### src/rtl/spi_fe_pkg.sv
package spi_fe_pkg;

    // word index = byte address [5:2]
    typedef enum logic [3:0] {
        IDX_CTRL  = 4'd0,
        IDX_CLK   = 4'd1,
        IDX_TXF   = 4'd2,
        IDX_RXF   = 4'd3,
        IDX_FRAME = 4'd4,
        IDX_STAT  = 4'd5,
        IDX_IE    = 4'd6,
        IDX_IC    = 4'd7,
        IDX_FC    = 4'd8,
        IDX_DATA  = 4'd9
    } reg_idx_e;

    localparam logic [31:0] CLK_MASK   = 32'h0000_70FF;
    localparam logic [31:0] TXF_MASK   = 32'h0000_3FFF;
    localparam logic [31:0] RXF_MASK   = 32'h0000_00FF;
    localparam logic [31:0] FRAME_MASK = 32'h0000_C000;

    localparam int BIT_OVR  = 0;
    localparam int BIT_RXC  = 3;
    localparam int BIT_TXC  = 4;
    localparam int BIT_RXFL = 4;
    localparam int BIT_TXFL = 12;
    localparam int BIT_RXNE = 0;
    localparam int BIT_TXNF = 5;
    localparam int BIT_BUSY = 7;

    localparam int NUM_FLAGS = 3;
    // flag vector index order
    localparam int FL_OVR = 0;
    localparam int FL_RXC = 1;
    localparam int FL_TXC = 2;

    typedef struct packed {
        logic        en;
        logic [31:0] clk;
        logic [31:0] txf;
        logic [31:0] rxf;
        logic [31:0] frame;
        logic [NUM_FLAGS-1:0] ie;
        logic [3:0]  tx_thr;
        logic [3:0]  rx_thr;
        logic        busy;
    } regs_t;

endpackage

### src/rtl/spi_fe_fifo.sv
module spi_fe_fifo #(
    parameter int DEPTH = 8,
    parameter int WIDTH = 32,
    localparam int PTR_W = (DEPTH > 1) ? $clog2(DEPTH) : 1,
    localparam int CNT_W = $clog2(DEPTH + 1)
) (
    input  logic             clk,
    input  logic             rst_n,
    input  logic             flush,
    input  logic             push,
    input  logic [WIDTH-1:0] din,
    input  logic             pop,
    output logic [WIDTH-1:0] dout,
    output logic [CNT_W-1:0] count,
    output logic             full,
    output logic             empty,
    output logic             push_ok,
    output logic             pop_ok
);

    typedef struct packed {
        logic [PTR_W-1:0] wr;
        logic [PTR_W-1:0] rd;
        logic [CNT_W-1:0] cnt;
    } fifo_st_t;

    fifo_st_t st_d, st_q;
    logic [WIDTH-1:0] mem [DEPTH];

    function automatic logic [PTR_W-1:0] ptr_inc(input logic [PTR_W-1:0] p);
        return (p == PTR_W'(DEPTH - 1)) ? '0 : p + 1'b1;
    endfunction

    assign full  = (st_q.cnt == CNT_W'(DEPTH));
    assign empty = (st_q.cnt == '0);
    assign count = st_q.cnt;
    assign dout  = mem[st_q.rd];

    assign pop_ok  = pop && !empty && !flush;
    assign push_ok = push && (!full || pop_ok) && !flush;

    always_comb begin
        st_d = st_q;
        if (flush) begin
            st_d = '0;
        end else begin
            if (push_ok) st_d.wr = ptr_inc(st_q.wr);
            if (pop_ok)  st_d.rd = ptr_inc(st_q.rd);
            if (push_ok && !pop_ok)      st_d.cnt = st_q.cnt + 1'b1;
            else if (pop_ok && !push_ok) st_d.cnt = st_q.cnt - 1'b1;
        end
    end

    always_ff @(posedge clk or negedge rst_n) begin
        if (!rst_n) st_q <= '0;
        else        st_q <= st_d;
    end

    always_ff @(posedge clk) begin
        if (push_ok) mem[st_q.wr] <= din;
    end

endmodule

### src/rtl/spi_fe_irq.sv
module spi_fe_irq #(
    parameter int N = 3
) (
    input  logic         clk,
    input  logic         rst_n,
    input  logic [N-1:0] set,
    input  logic [N-1:0] clr,
    input  logic [N-1:0] enable,
    output logic [N-1:0] flags,
    output logic         irq
);

    logic [N-1:0] flags_d, flags_q;

    always_comb begin
        for (int i = 0; i < N; i++) begin
            flags_d[i] = set[i] | (flags_q[i] & ~clr[i]);
        end
    end

    always_ff @(posedge clk or negedge rst_n) begin
        if (!rst_n) flags_q <= '0;
        else        flags_q <= flags_d;
    end

    assign flags = flags_q;
    assign irq   = |(flags_q & enable);

endmodule

### src/rtl/spi_fe_top.sv
module spi_fe_top
    import spi_fe_pkg::*;
#(
    parameter int DATA_W     = 32,
    parameter int ADDR_W     = 6,
    parameter int FIFO_DEPTH = 8,
    localparam int CNT_W     = $clog2(FIFO_DEPTH + 1)
) (
    input  logic              clk,
    input  logic              rst_n,
    input  logic              bus_sel,
    input  logic              bus_wr,
    input  logic [ADDR_W-1:0] bus_addr,
    input  logic [31:0]       bus_wdata,
    output logic [31:0]       bus_rdata,
    output logic [31:0]       cfg_clk,
    output logic [31:0]       cfg_txfmt,
    output logic [31:0]       cfg_rxfmt,
    output logic [31:0]       cfg_frame,
    output logic              eng_tx_valid,
    input  logic              eng_tx_ready,
    output logic [DATA_W-1:0] eng_tx_data,
    input  logic              eng_shifting,
    input  logic              eng_rx_valid,
    input  logic [DATA_W-1:0] eng_rx_data,
    output logic              irq
);

    regs_t r_d, r_q;

    logic [3:0] idx;
    logic       wr_hit, rd_hit;
    logic       tx_flush, rx_flush;
    logic       tx_push, tx_pop, rx_pop;
    logic       tx_full, tx_empty, rx_full, rx_empty;
    logic       tx_push_ok, tx_pop_ok, rx_push_ok, rx_pop_ok;
    logic [CNT_W-1:0]  tx_count, rx_count;
    logic [DATA_W-1:0] rx_head;
    logic       busy;
    logic [NUM_FLAGS-1:0] fl_set, fl_clr, flags;
    int         rx_new_cnt, rx_thr_eff;

    assign idx    = bus_addr[5:2];
    assign wr_hit = bus_sel && bus_wr;
    assign rd_hit = bus_sel && !bus_wr;

    assign tx_flush = wr_hit && (idx == IDX_FC) && bus_wdata[BIT_TXFL];
    assign rx_flush = wr_hit && (idx == IDX_FC) && bus_wdata[BIT_RXFL];
    assign tx_push  = wr_hit && (idx == IDX_DATA);
    assign rx_pop   = rd_hit && (idx == IDX_DATA);
    assign tx_pop   = eng_tx_valid && eng_tx_ready;

    spi_fe_fifo #(.DEPTH(FIFO_DEPTH), .WIDTH(DATA_W)) tx_fifo_i (
        .clk     (clk),
        .rst_n   (rst_n),
        .flush   (tx_flush),
        .push    (tx_push),
        .din     (bus_wdata[DATA_W-1:0]),
        .pop     (tx_pop),
        .dout    (eng_tx_data),
        .count   (tx_count),
        .full    (tx_full),
        .empty   (tx_empty),
        .push_ok (tx_push_ok),
        .pop_ok  (tx_pop_ok)
    );

    spi_fe_fifo #(.DEPTH(FIFO_DEPTH), .WIDTH(DATA_W)) rx_fifo_i (
        .clk     (clk),
        .rst_n   (rst_n),
        .flush   (rx_flush),
        .push    (eng_rx_valid),
        .din     (eng_rx_data),
        .pop     (rx_pop),
        .dout    (rx_head),
        .count   (rx_count),
        .full    (rx_full),
        .empty   (rx_empty),
        .push_ok (rx_push_ok),
        .pop_ok  (rx_pop_ok)
    );

    assign eng_tx_valid = r_q.en && !tx_empty;
    assign busy         = !tx_empty || eng_shifting;

    // event detection
    assign rx_new_cnt = int'(rx_count) + 1 - (rx_pop_ok ? 1 : 0);
    assign rx_thr_eff = (r_q.rx_thr == '0) ? 1 : int'(r_q.rx_thr);

    always_comb begin
        fl_set = '0;
        fl_set[FL_OVR] = eng_rx_valid && rx_full && !rx_pop_ok && !rx_flush;
        fl_set[FL_RXC] = rx_push_ok && (rx_new_cnt >= rx_thr_eff);
        fl_set[FL_TXC] = r_q.busy && !busy;
        fl_clr = '0;
        if (wr_hit && (idx == IDX_IC)) begin
            fl_clr[FL_OVR] = bus_wdata[BIT_OVR];
            fl_clr[FL_RXC] = bus_wdata[BIT_RXC];
            fl_clr[FL_TXC] = bus_wdata[BIT_TXC];
        end
    end

    spi_fe_irq #(.N(NUM_FLAGS)) irq_i (
        .clk    (clk),
        .rst_n  (rst_n),
        .set    (fl_set),
        .clr    (fl_clr),
        .enable (r_q.ie),
        .flags  (flags),
        .irq    (irq)
    );

    // register next state
    always_comb begin
        r_d      = r_q;
        r_d.busy = busy;
        if (wr_hit) begin
            unique case (idx)
                IDX_CTRL:  r_d.en    = bus_wdata[0];
                IDX_CLK:   r_d.clk   = bus_wdata & CLK_MASK;
                IDX_TXF:   r_d.txf   = bus_wdata & TXF_MASK;
                IDX_RXF:   r_d.rxf   = bus_wdata & RXF_MASK;
                IDX_FRAME: r_d.frame = bus_wdata & FRAME_MASK;
                IDX_IE: begin
                    r_d.ie[FL_OVR] = bus_wdata[BIT_OVR];
                    r_d.ie[FL_RXC] = bus_wdata[BIT_RXC];
                    r_d.ie[FL_TXC] = bus_wdata[BIT_TXC];
                end
                IDX_FC: begin
                    r_d.tx_thr = bus_wdata[11:8];
                    r_d.rx_thr = bus_wdata[3:0];
                end
                default: ;
            endcase
        end
    end

    always_ff @(posedge clk or negedge rst_n) begin
        if (!rst_n) r_q <= '0;
        else        r_q <= r_d;
    end

    // read mux
    always_comb begin
        bus_rdata = '0;
        if (rd_hit) begin
            unique case (idx)
                IDX_CTRL:  bus_rdata[0] = r_q.en;
                IDX_CLK:   bus_rdata    = r_q.clk;
                IDX_TXF:   bus_rdata    = r_q.txf;
                IDX_RXF:   bus_rdata    = r_q.rxf;
                IDX_FRAME: bus_rdata    = r_q.frame;
                IDX_STAT: begin
                    bus_rdata[BIT_BUSY] = busy;
                    bus_rdata[BIT_TXNF] = !tx_full;
                    bus_rdata[BIT_RXNE] = !rx_empty;
                end
                IDX_IE: begin
                    bus_rdata[BIT_OVR] = r_q.ie[FL_OVR];
                    bus_rdata[BIT_RXC] = r_q.ie[FL_RXC];
                    bus_rdata[BIT_TXC] = r_q.ie[FL_TXC];
                end
                IDX_IC: begin
                    bus_rdata[BIT_OVR] = flags[FL_OVR];
                    bus_rdata[BIT_RXC] = flags[FL_RXC];
                    bus_rdata[BIT_TXC] = flags[FL_TXC];
                end
                IDX_FC: begin
                    bus_rdata[11:8] = r_q.tx_thr;
                    bus_rdata[3:0]  = r_q.rx_thr;
                end
                IDX_DATA: begin
                    if (!rx_empty) bus_rdata[DATA_W-1:0] = rx_head;
                end
                default: ;
            endcase
        end
    end

    assign cfg_clk   = r_q.clk;
    assign cfg_txfmt = r_q.txf;
    assign cfg_rxfmt = r_q.rxf;
    assign cfg_frame = r_q.frame;

endmodule

### config.mk
export PLATFORM = sky130hd
export DESIGN_NAME = spi_fe_top
export DESIGN_NICKNAME = d
export VERILOG_FILES = /design/src/rtl/spi_fe_pkg.sv /design/src/rtl/spi_fe_fifo.sv /design/src/rtl/spi_fe_irq.sv /design/src/rtl/spi_fe_top.sv
export SDC_FILE = /design/constraint.sdc
export NUM_CORES = 1
export LEC_CHECK = 0
export BUFFER_PORTS_ARGS = -buffer_cell sky130_fd_sc_hd__buf_2
export CORE_UTILIZATION = 63
export DETAILED_ROUTE_END_ITERATION = 10
export GPL_TIMING_DRIVEN = 0
export MAX_ROUTING_LAYER = met4
export PLACE_DENSITY = 0.88
export SLEW_MARGIN = 10
export SYNTH_ARGS = -nofsm -noshare
export SYNTH_HDL_FRONTEND = slang
export SYNTH_SLANG_ARGS = --single-unit
### constraint.sdc
create_clock -name clk -period 8.09 [get_ports clk]
set_clock_uncertainty 0.15 [all_clocks]
set_input_delay 0.4045 -clock clk [delete_from_list [all_inputs] [get_ports clk]]
set_output_delay 0.4045 -clock clk [all_outputs]
set_load 0.005 [all_outputs]
* After elaboration in Yosys (flattened, before gate mapping)
Memories as Yosys holds them, arrays and structs flattened.
Index checks and enable logic that the tools add are counted.
** Operators by class
- $add $sub $neg :: 10
- Mux-type cells :: 32
- Eq/ne operators :: 15
- $lt $le $gt $ge :: 1
- Reduce and logical (&&, ||, !) cells :: 60
- Bitwise gates (word level) :: 10
** Operator list (number)
- one-hot mux 20 bit (4 select lines) :: 1
- 2-to-1 mux 32 bit :: 2
- logical AND 1 bit :: 27
- 2-to-1 mux 3 bit :: 9
- 2-to-1 mux 10 bit :: 2
- 2-to-1 mux 4 bit :: 5
- equality test 4 x 3 -> 1 bit, second input constant :: 4
- equality test 4 bit, second input constant :: 4
- logical NOT 4 bit :: 4
- AND reduction 2 bit :: 7
- adder 3 x 1 -> 3 bit, second input constant :: 4
- equality test 3 bit, second input constant :: 4
- logical NOT 1 bit :: 12
- one-hot mux 4 bit (3 select lines) :: 1
- one-hot mux 1 bit (5 select lines) :: 2
- one-hot mux 2 bit (5 select lines) :: 1
- one-hot mux 1 bit (9 select lines) :: 1
- adder 4 x 1 -> 4 bit, second input constant :: 2
- equality test 4 x 2 -> 1 bit, second input constant :: 2
- nonzero test 2 bit :: 4
- subtractor 4 x 1 -> 4 bit, second input constant :: 2
- one-hot mux 1 bit (7 select lines) :: 1
- >= comparator 6 x 5 -> 1 bit :: 1
- one-hot mux 1 bit (6 select lines) :: 1
- 12 further kinds :: 25
** Word-level totals
- Logic and storage cells :: 146
- Output and inout bits :: 194
- Bits in writable memories :: 512
- Input bits :: 77
- Memories :: 2
- Register bits :: 71
** Memory list
- rx_fifo_i.mem :: words 8, width 32, rd ports 1, clocked after memory_dff 0, wr ports 1, RTL line spi_fe_fifo.sv:28 : logic [WIDTH-1:0] mem [DEPTH];
- tx_fifo_i.mem :: words 8, width 32, rd ports 1, clocked after memory_dff 0, wr ports 1, RTL line spi_fe_fifo.sv:28

* Depth between registers and ports, before layout
- Word-level depth :: 14
- Depth in mapped cells :: 15
- Depth with buffers taken out :: 14

* Cells and area by module
Synthesis repeated with hierarchy kept, for this count alone.
** Unflattened totals
- Cells, all modules :: 1381
- Area total of the unflattened synthesis :: 25151.6 um2
** By module, submodules not included
- spi_fe_fifo :: instances 2, cells each 469, area each 10455.0 um2, seq. area each 7937.6 um2
- spi_fe_top :: instances 1, cells each 432, area each 4117.7 um2, seq. area each 1201.2 um2
- spi_fe_irq :: instances 1, cells each 11, area each 123.9 um2, seq. area each 75.1 um2

* Worst setup path before layout
Ideal clock, no wire load.
- Path type :: input to register
- Start :: input bus_addr[5]
- End :: memory tx_fifo_i.mem[0][0], enable pin
- Arrival :: 4.280 ns
- Stages on the path :: 6
- Data required time :: 7.439 ns
- Setup slack :: 3.159 ns
- Path through :: buf_4 > nor4b_4 > and4_1 > o21ai_2 > nand2_4 > nor4_1
** Between the ends
- Cells in the longest elaborated chain, start to end :: 10
- Elaborated cells on any way between the ends :: 12
- Those cells by class :: eq/ne: 2; mux: 2; reduce/logical: 8
** Ends and longest elaborated chain
- from (decl) :: RTL line spi_fe_top.sv:13 : input logic [ADDR_W-1:0] bus_addr,
- equality test 4 bit :: RTL line spi_fe_top.sv:47 : assign tx_flush = wr_hit && (idx == IDX_FC) && bus_wdata[BIT_TXFL];
- logical AND 1 bit (2 in series) :: RTL line spi_fe_top.sv:47
- logical NOT 1 bit :: RTL line spi_fe_fifo.sv:39, spi_fe_fifo.sv:40
- logical AND 1 bit :: RTL line spi_fe_fifo.sv:39 : assign pop_ok = pop && !empty && !flush;
- logical OR 1 bit :: RTL line spi_fe_fifo.sv:40 : assign push_ok = push && (!full || pop_ok) && !flush;
- logical AND 1 bit :: RTL line spi_fe_fifo.sv:40
- logical AND 1 bit * :: RTL line spi_fe_fifo.sv:40
- 2-to-1 mux 1 bit * :: RTL line spi_fe_fifo.sv:60 : if (push_ok) mem[st_q.wr] <= din;
- 2-to-1 mux 1 bit (not written as such) * :: RTL line spi_fe_fifo.sv:60
- to (decl) :: RTL line spi_fe_fifo.sv:28
Every way passes the cells marked *; elsewhere a longest branch is shown, timed or not.

* Final worst setup path
- Start :: register rx_fifo_i.st_q (netlist bit rx_fifo_i.count[2])
- End :: register rx_fifo_i.st_q (netlist bit rx_fifo_i.count[3])
** Between the ends
- Cells in the longest elaborated chain, start to end :: 10
- Elaborated cells on any way between the ends :: 19
- Those cells by class :: add/sub: 2; eq/ne: 1; mux: 3; reduce/logical: 13
** Ends and longest elaborated chain
- from (decl) :: RTL line spi_fe_fifo.sv:27 : fifo_st_t st_d, st_q;
- from (signal assigned) :: RTL line spi_fe_fifo.sv:56 : else st_q <= st_d;
- logical NOT 4 bit :: RTL line spi_fe_fifo.sv:35 : assign empty = (st_q.cnt == '0);
- logical NOT 1 bit :: RTL line spi_fe_fifo.sv:39
- logical AND 1 bit (2 in series) :: RTL line spi_fe_fifo.sv:39
- logical OR 1 bit :: RTL line spi_fe_fifo.sv:40
- logical AND 1 bit (2 in series) :: RTL line spi_fe_fifo.sv:40
- logical AND 1 bit or logical NOT 1 bit (tied branches) :: RTL line spi_fe_fifo.sv:49, spi_fe_fifo.sv:50
- 2-to-1 mux 4 bit or logical AND 1 bit (tied branches) :: RTL line spi_fe_fifo.sv:49, spi_fe_fifo.sv:50
- 2-to-1 mux 10 bit or nonzero test 3 bit (tied branches)
Parallel ways exist; a longest one is shown, timed or not. The select of a mux whose other input is x is not followed.
A chain may end at the register's enable or synchronous reset.

==> impl_metrics.xml <==
<?xml version="1.0" encoding="UTF-8"?>
<metrics>
  <group name="outcome">
    <metric name="status" unit="">finished clean</metric>
  </group>
  <group name="cells_and_area">
    <metric name="finalCoreUtilization" unit="%">77.35</metric>
    <metric name="layout-area-overhead-vs-synth" unit="%">20.16</metric>
    <metric name="mostFrequentLayoutCells" unit="">512 x edfxtp_1, 197 x buf_2, 149 x buf_4</metric>
    <metric name="most_frequent_standard_cell_in_the_layout_excluding_fill_and_tap_cells" unit="">edfxtp_1</metric>
    <metric name="layout_cells_sized_above_1" unit="%">38.91</metric>
    <metric name="num-nets-final" unit="">1818</metric>
    <metric name="final.fill_count" unit="">2018</metric>
    <metric name="layoutNonFillerInstCount" unit="">2274</metric>
  </group>
  <group name="synth">
    <metric name="synth_edf_count" unit="">512</metric>
    <metric name="synth_top_cells_by_area" unit="">edfxtp_1 63%, mux4_2 12%, dfrtp_1 7.3%</metric>
    <metric name="synthesis.area_per_instance" unit="µm²">18.87</metric>
    <metric name="postSynth.asyncResetShare" unit="%">12.18</metric>
    <metric name="post_syn_area" unit="µm²">24420</metric>
    <metric name="ys_ff_latch" unit="">583</metric>
    <metric name="synth.area.mux_share" unit="%">17.14</metric>
    <metric name="yosys_warning_total" unit="">0</metric>
    <metric name="largest_family_of_logic_cells_by_synthesized_area" unit="">multiplexers</metric>
    <metric name="seq_area_frac_synth" unit="%">70.24</metric>
    <metric name="synthAdderAreaFrac" unit="%">1.496</metric>
    <metric name="synth.lib_cells_used.distinct" unit="">64</metric>
    <metric name="synth_top_area_cell" unit="">edfxtp_1</metric>
    <metric name="synth_simple_gate_area_share" unit="%">3.085</metric>
    <metric name="ys_dominant_reg_cell" unit="">edfxtp_1</metric>
    <metric name="postSynthCellCount" unit="">1294</metric>
    <metric name="synth_compound_area_share" unit="%">2.542</metric>
    <metric name="xor_xnor_share_of_the_synthesized_area" unit="%">0.2869</metric>
    <metric name="synth.top_cell.area_share" unit="%">62.96</metric>
  </group>
  <group name="die">
    <metric name="floorplan.rows" unit="">71</metric>
    <metric name="die-width" unit="µm">198.9</metric>
    <metric name="fp.dieArea" unit="µm²">39550</metric>
    <metric name="start_util" unit="%">64.37</metric>
    <metric name="die-height" unit="µm">198.9</metric>
    <metric name="fp.coreArea" unit="µm²">37930</metric>
    <metric name="ios" unit="">271</metric>
  </group>
  <group name="power_and_ir_drop">
    <metric name="leakagePower" unit="nW">10.77</metric>
    <metric name="netSwitchingPower" unit="W">0.002348</metric>
    <metric name="p_seq_share" unit="%">43.5</metric>
    <metric name="share_clk_of_total_power" unit="%">31.7</metric>
    <metric name="power.ir.vdd_worst" unit="µV">239.9</metric>
    <metric name="sw_ratio" unit="%">27.51</metric>
    <metric name="pwr-share-comb" unit="%">24.8</metric>
    <metric name="cellPowerDensity" unit="nW/µm²">290.9</metric>
    <metric name="p_int" unit="W">0.006187</metric>
  </group>
  <group name="worst_setup_path">
    <metric name="critPathCaptureType" unit="">register</metric>
    <metric name="r2r_start" unit="">rx_fifo_i.count[2]</metric>
    <metric name="critical_path.most_common_cell" unit="">ha_1</metric>
    <metric name="capture_instance_of_the_worst_register_to_register_path" unit="">rx_fifo_i.count[3]</metric>
    <metric name="cp_slowest_cell" unit="">clkbuf_1</metric>
    <metric name="timing_worst_setup_path_type" unit="">register to register</metric>
    <metric name="worstPathRequired" unit="ns">8.48</metric>
    <metric name="cpLargestDelayFamily" unit="">buffers and inverters</metric>
    <metric name="crit_chain" unit="">inv_1, ha_1, a21o_1, nor2_1, inv_2, clkbuf_1, ha_1, inv_1, ha_1, a21o_1, a21oi_1, xnor2_1, or3_1, a21oi_1</metric>
    <metric name="rr_worst_depth" unit="">14</metric>
    <metric name="timing.critical_path.from_type" unit="">register</metric>
    <metric name="timing.reg2reg.setup_slack" unit="ns">4.12</metric>
    <metric name="arrival" unit="ns">4.37</metric>
    <metric name="crit_path_max_incr_delay" unit="ns">0.71</metric>
    <metric name="critPathBufInv" unit="">4</metric>
    <metric name="crit_path_max_fanout" unit="">11</metric>
  </group>
  <group name="drt">
    <metric name="wl" unit="µm">61120</metric>
    <metric name="dr_total_vias" unit="">13686</metric>
    <metric name="ant_nets" unit="">0</metric>
    <metric name="firstDrtPassIters" unit="">5</metric>
    <metric name="detail_route.drc_violations" unit="">0</metric>
    <metric name="drt_first_iter_violations" unit="">1159</metric>
    <metric name="wire_per_inst" unit="µm">26.88</metric>
    <metric name="detail_route.vias_per_cell" unit="">6.018</metric>
  </group>
  <group name="clock_tree">
    <metric name="root_buffer" unit="">clkbuf_16</metric>
    <metric name="clk_path_buf_depth" unit="">3</metric>
    <metric name="cts_tree" unit="">built</metric>
    <metric name="cts.sinks" unit="">583</metric>
    <metric name="clk_transition_reported_paths" unit="ns">0.06</metric>
    <metric name="clock_insertion_delay_worst_skew" unit="ns">0.61</metric>
    <metric name="cts_repair_resize_count" unit="">0</metric>
    <metric name="postCtsHoldBufs" unit="">61</metric>
    <metric name="inserted_clock_buffers" unit="">56</metric>
    <metric name="cts.repair_timing.setup_buffer_count" unit="">0</metric>
    <metric name="cts_max_level" unit="">2</metric>
  </group>
  <group name="sta">
    <metric name="fmax" unit="MHz">251.6</metric>
    <metric name="max_slew_margin" unit="%">21.86</metric>
    <metric name="worst_pin_slew" unit="ns">1.142</metric>
    <metric name="layout_min_cycle_time" unit="ns">3.975</metric>
    <metric name="finalSetupTns" unit="ns">0</metric>
    <metric name="setup-violations-final" unit="">0</metric>
    <metric name="timing.final.hold_violations" unit="">0</metric>
    <metric name="maxSlewViolCount" unit="">0</metric>
    <metric name="unrepaired_setup_endpoints_after_global_routing" unit="">false</metric>
    <metric name="final.period_utilization" unit="%">49.13</metric>
  </group>
  <group name="placed_design">
    <metric name="dp_cells" unit="">2105</metric>
    <metric name="hpwlAfterDp" unit="µm">38310</metric>
    <metric name="port_buffers" unit="">175</metric>
    <metric name="routabilityCongestion" unit="">0.9305</metric>
  </group>
  <group name="grt">
    <metric name="antenna_found_initial" unit="">5</metric>
    <metric name="globalRouteOverflowTotal" unit="">0</metric>
    <metric name="number_of_global_route_vias_before_repair" unit="">14350</metric>
    <metric name="track_usage" unit="%">32.60</metric>
    <metric name="grt_max_degree" unit="">53</metric>
    <metric name="grt_pass1_wl" unit="µm">88910</metric>
  </group>
  <group name="worst_hold_path">
    <metric name="hold_depth" unit="">1</metric>
    <metric name="hold_path.class" unit="">primary input to register</metric>
    <metric name="holdCritStartpoint" unit="">bus_wdata[1]</metric>
    <metric name="hold_path_end" unit="">tx_fifo_i.mem[4][1]</metric>
  </group>
  <group name="flow_run">
    <metric name="cap_viol_max_count" unit="">0</metric>
  </group>
</metrics>
worst max-delay path by stage:
stage / start / endpoint / slack, ns / cells after the start
global route: rx_fifo_i.count[1] / rx_fifo_i.count[3] / 3.89 / 13
detailed placement: rx_fifo_i.count[2] / rx_fifo_i.count[3] / 4.21 / 14
floorplan: bus_addr[5] / tx_fifo_i.mem[0][0] / 3.16 / 6
global placement: bus_addr[5] / tx_fifo_i.mem[0][16] / 0.49 / 7
CTS: rx_fifo_i.count[1] / rx_fifo_i.count[3] / 4.18 / 13
finish: rx_fifo_i.count[2] / rx_fifo_i.count[3] / 4.12 / 14
power by group through the flow:
stage,Combinational (W),Clock (W),Sequential (W)
global placement,0.00189,0,0.00374
CTS,0.00212,0.00271,0.00371
floorplan,0.00138,0,0.00371
detailed placement,0.00204,0,0.00376
finish,0.00212,0.00271,0.00371
global route,0.00226,0.00282,0.00373
logic make-up after synthesis:
kind of cell / Yosys count
flip-flops: 583
XOR/XNOR: 8
buffers and inverters: 198
AO/OA/AOI/OAI: 89
multiplexers: 248
other: 1
adder cells (fa/ha/maj): 28
AND/OR/NAND/NOR: 139
metrics by stage:
stage	total power [W]	cell area [µm²]	hold slack (ns)	setup slack (ns)
3_5_place_dp	0.005802	26830	0.1672	4.208
2_1_floorplan	0.005094	24760	-0.04109	3.159
3_3_place_gp	0.005635	26280	0.3151	0.4910
5_1_grt	0.008815	29340	0.02789	3.891
4_1_cts	0.008538	29330	0.002069	4.175
6_report	0.008534	29340	0.01164	4.115
worst reg2reg max path: stages, from the launching register on:
cell      delay [ns]
dfrtp_1         0.47
inv_1           0.14
ha_1            0.29
a21o_1          0.21
nor2_1          0.11
inv_2           0.19
clkbuf_1        0.72
ha_1            0.38
inv_1           0.08
ha_1            0.28
a21o_1          0.17
a21oi_1         0.18
xnor2_1         0.10
or3_1           0.31
a21oi_1         0.14
flip-flops by register name, summed over array words and instances, names as in the netlist:
| signal | cells |
|---|---|
| rx_fifo_i.st_q | 6 |
| tx_fifo_i.st_q | 6 |
| cfg_frame | 2 |
| r_q | 13 |
| cfg_rxfmt | 8 |
| rx_fifo_i.count | 4 |
| cfg_txfmt | 14 |
| cfg_clk | 11 |
| tx_fifo_i.count | 4 |
| rx_fifo_i.mem | 256 |
| irq_i.flags | 3 |
| tx_fifo_i.mem | 256 |
cells in the mapped netlist (all sizes together) (15+ instances only):
library cell and n:
edfxtp 512, buf 163, mux4 128, mux2 82
dfrtp 71, nor2 60, mux2i 38, ha 26
a21oi 23, nand2 22, inv 20, clkbuf 15
layer usage:
metal  track usage (%)  up-vias  wire length, µm  share of wire, %
met5                 -        -                0                 0
met4             14.36        0             2322               3.8
li1                  -     5769                -                 -
met3             6.070      169             5000               8.2
met1             35.75     6980            20340                33
met2             57.83      768            33460                55
area by class of cell:
type / instances / area (µm²) / share of cell area, %
plain buffers: 178 / 1192 / 4.064
repair buffers: 269 / 1933 / 6.588
multi-input cells: 605 / 6450 / 21.98
flip-flops and latches: 583 / 17150 / 58.46
well taps: 511 / 639.4 / 2.179
diodes: 5 / 12.51 / 0.04264
clock buffers: 80 / 1563 / 5.326
clock inverters: 23 / 324.1 / 1.104
inverters: 20 / 75.07 / 0.2559
Power figures use the tool's default switching activity.
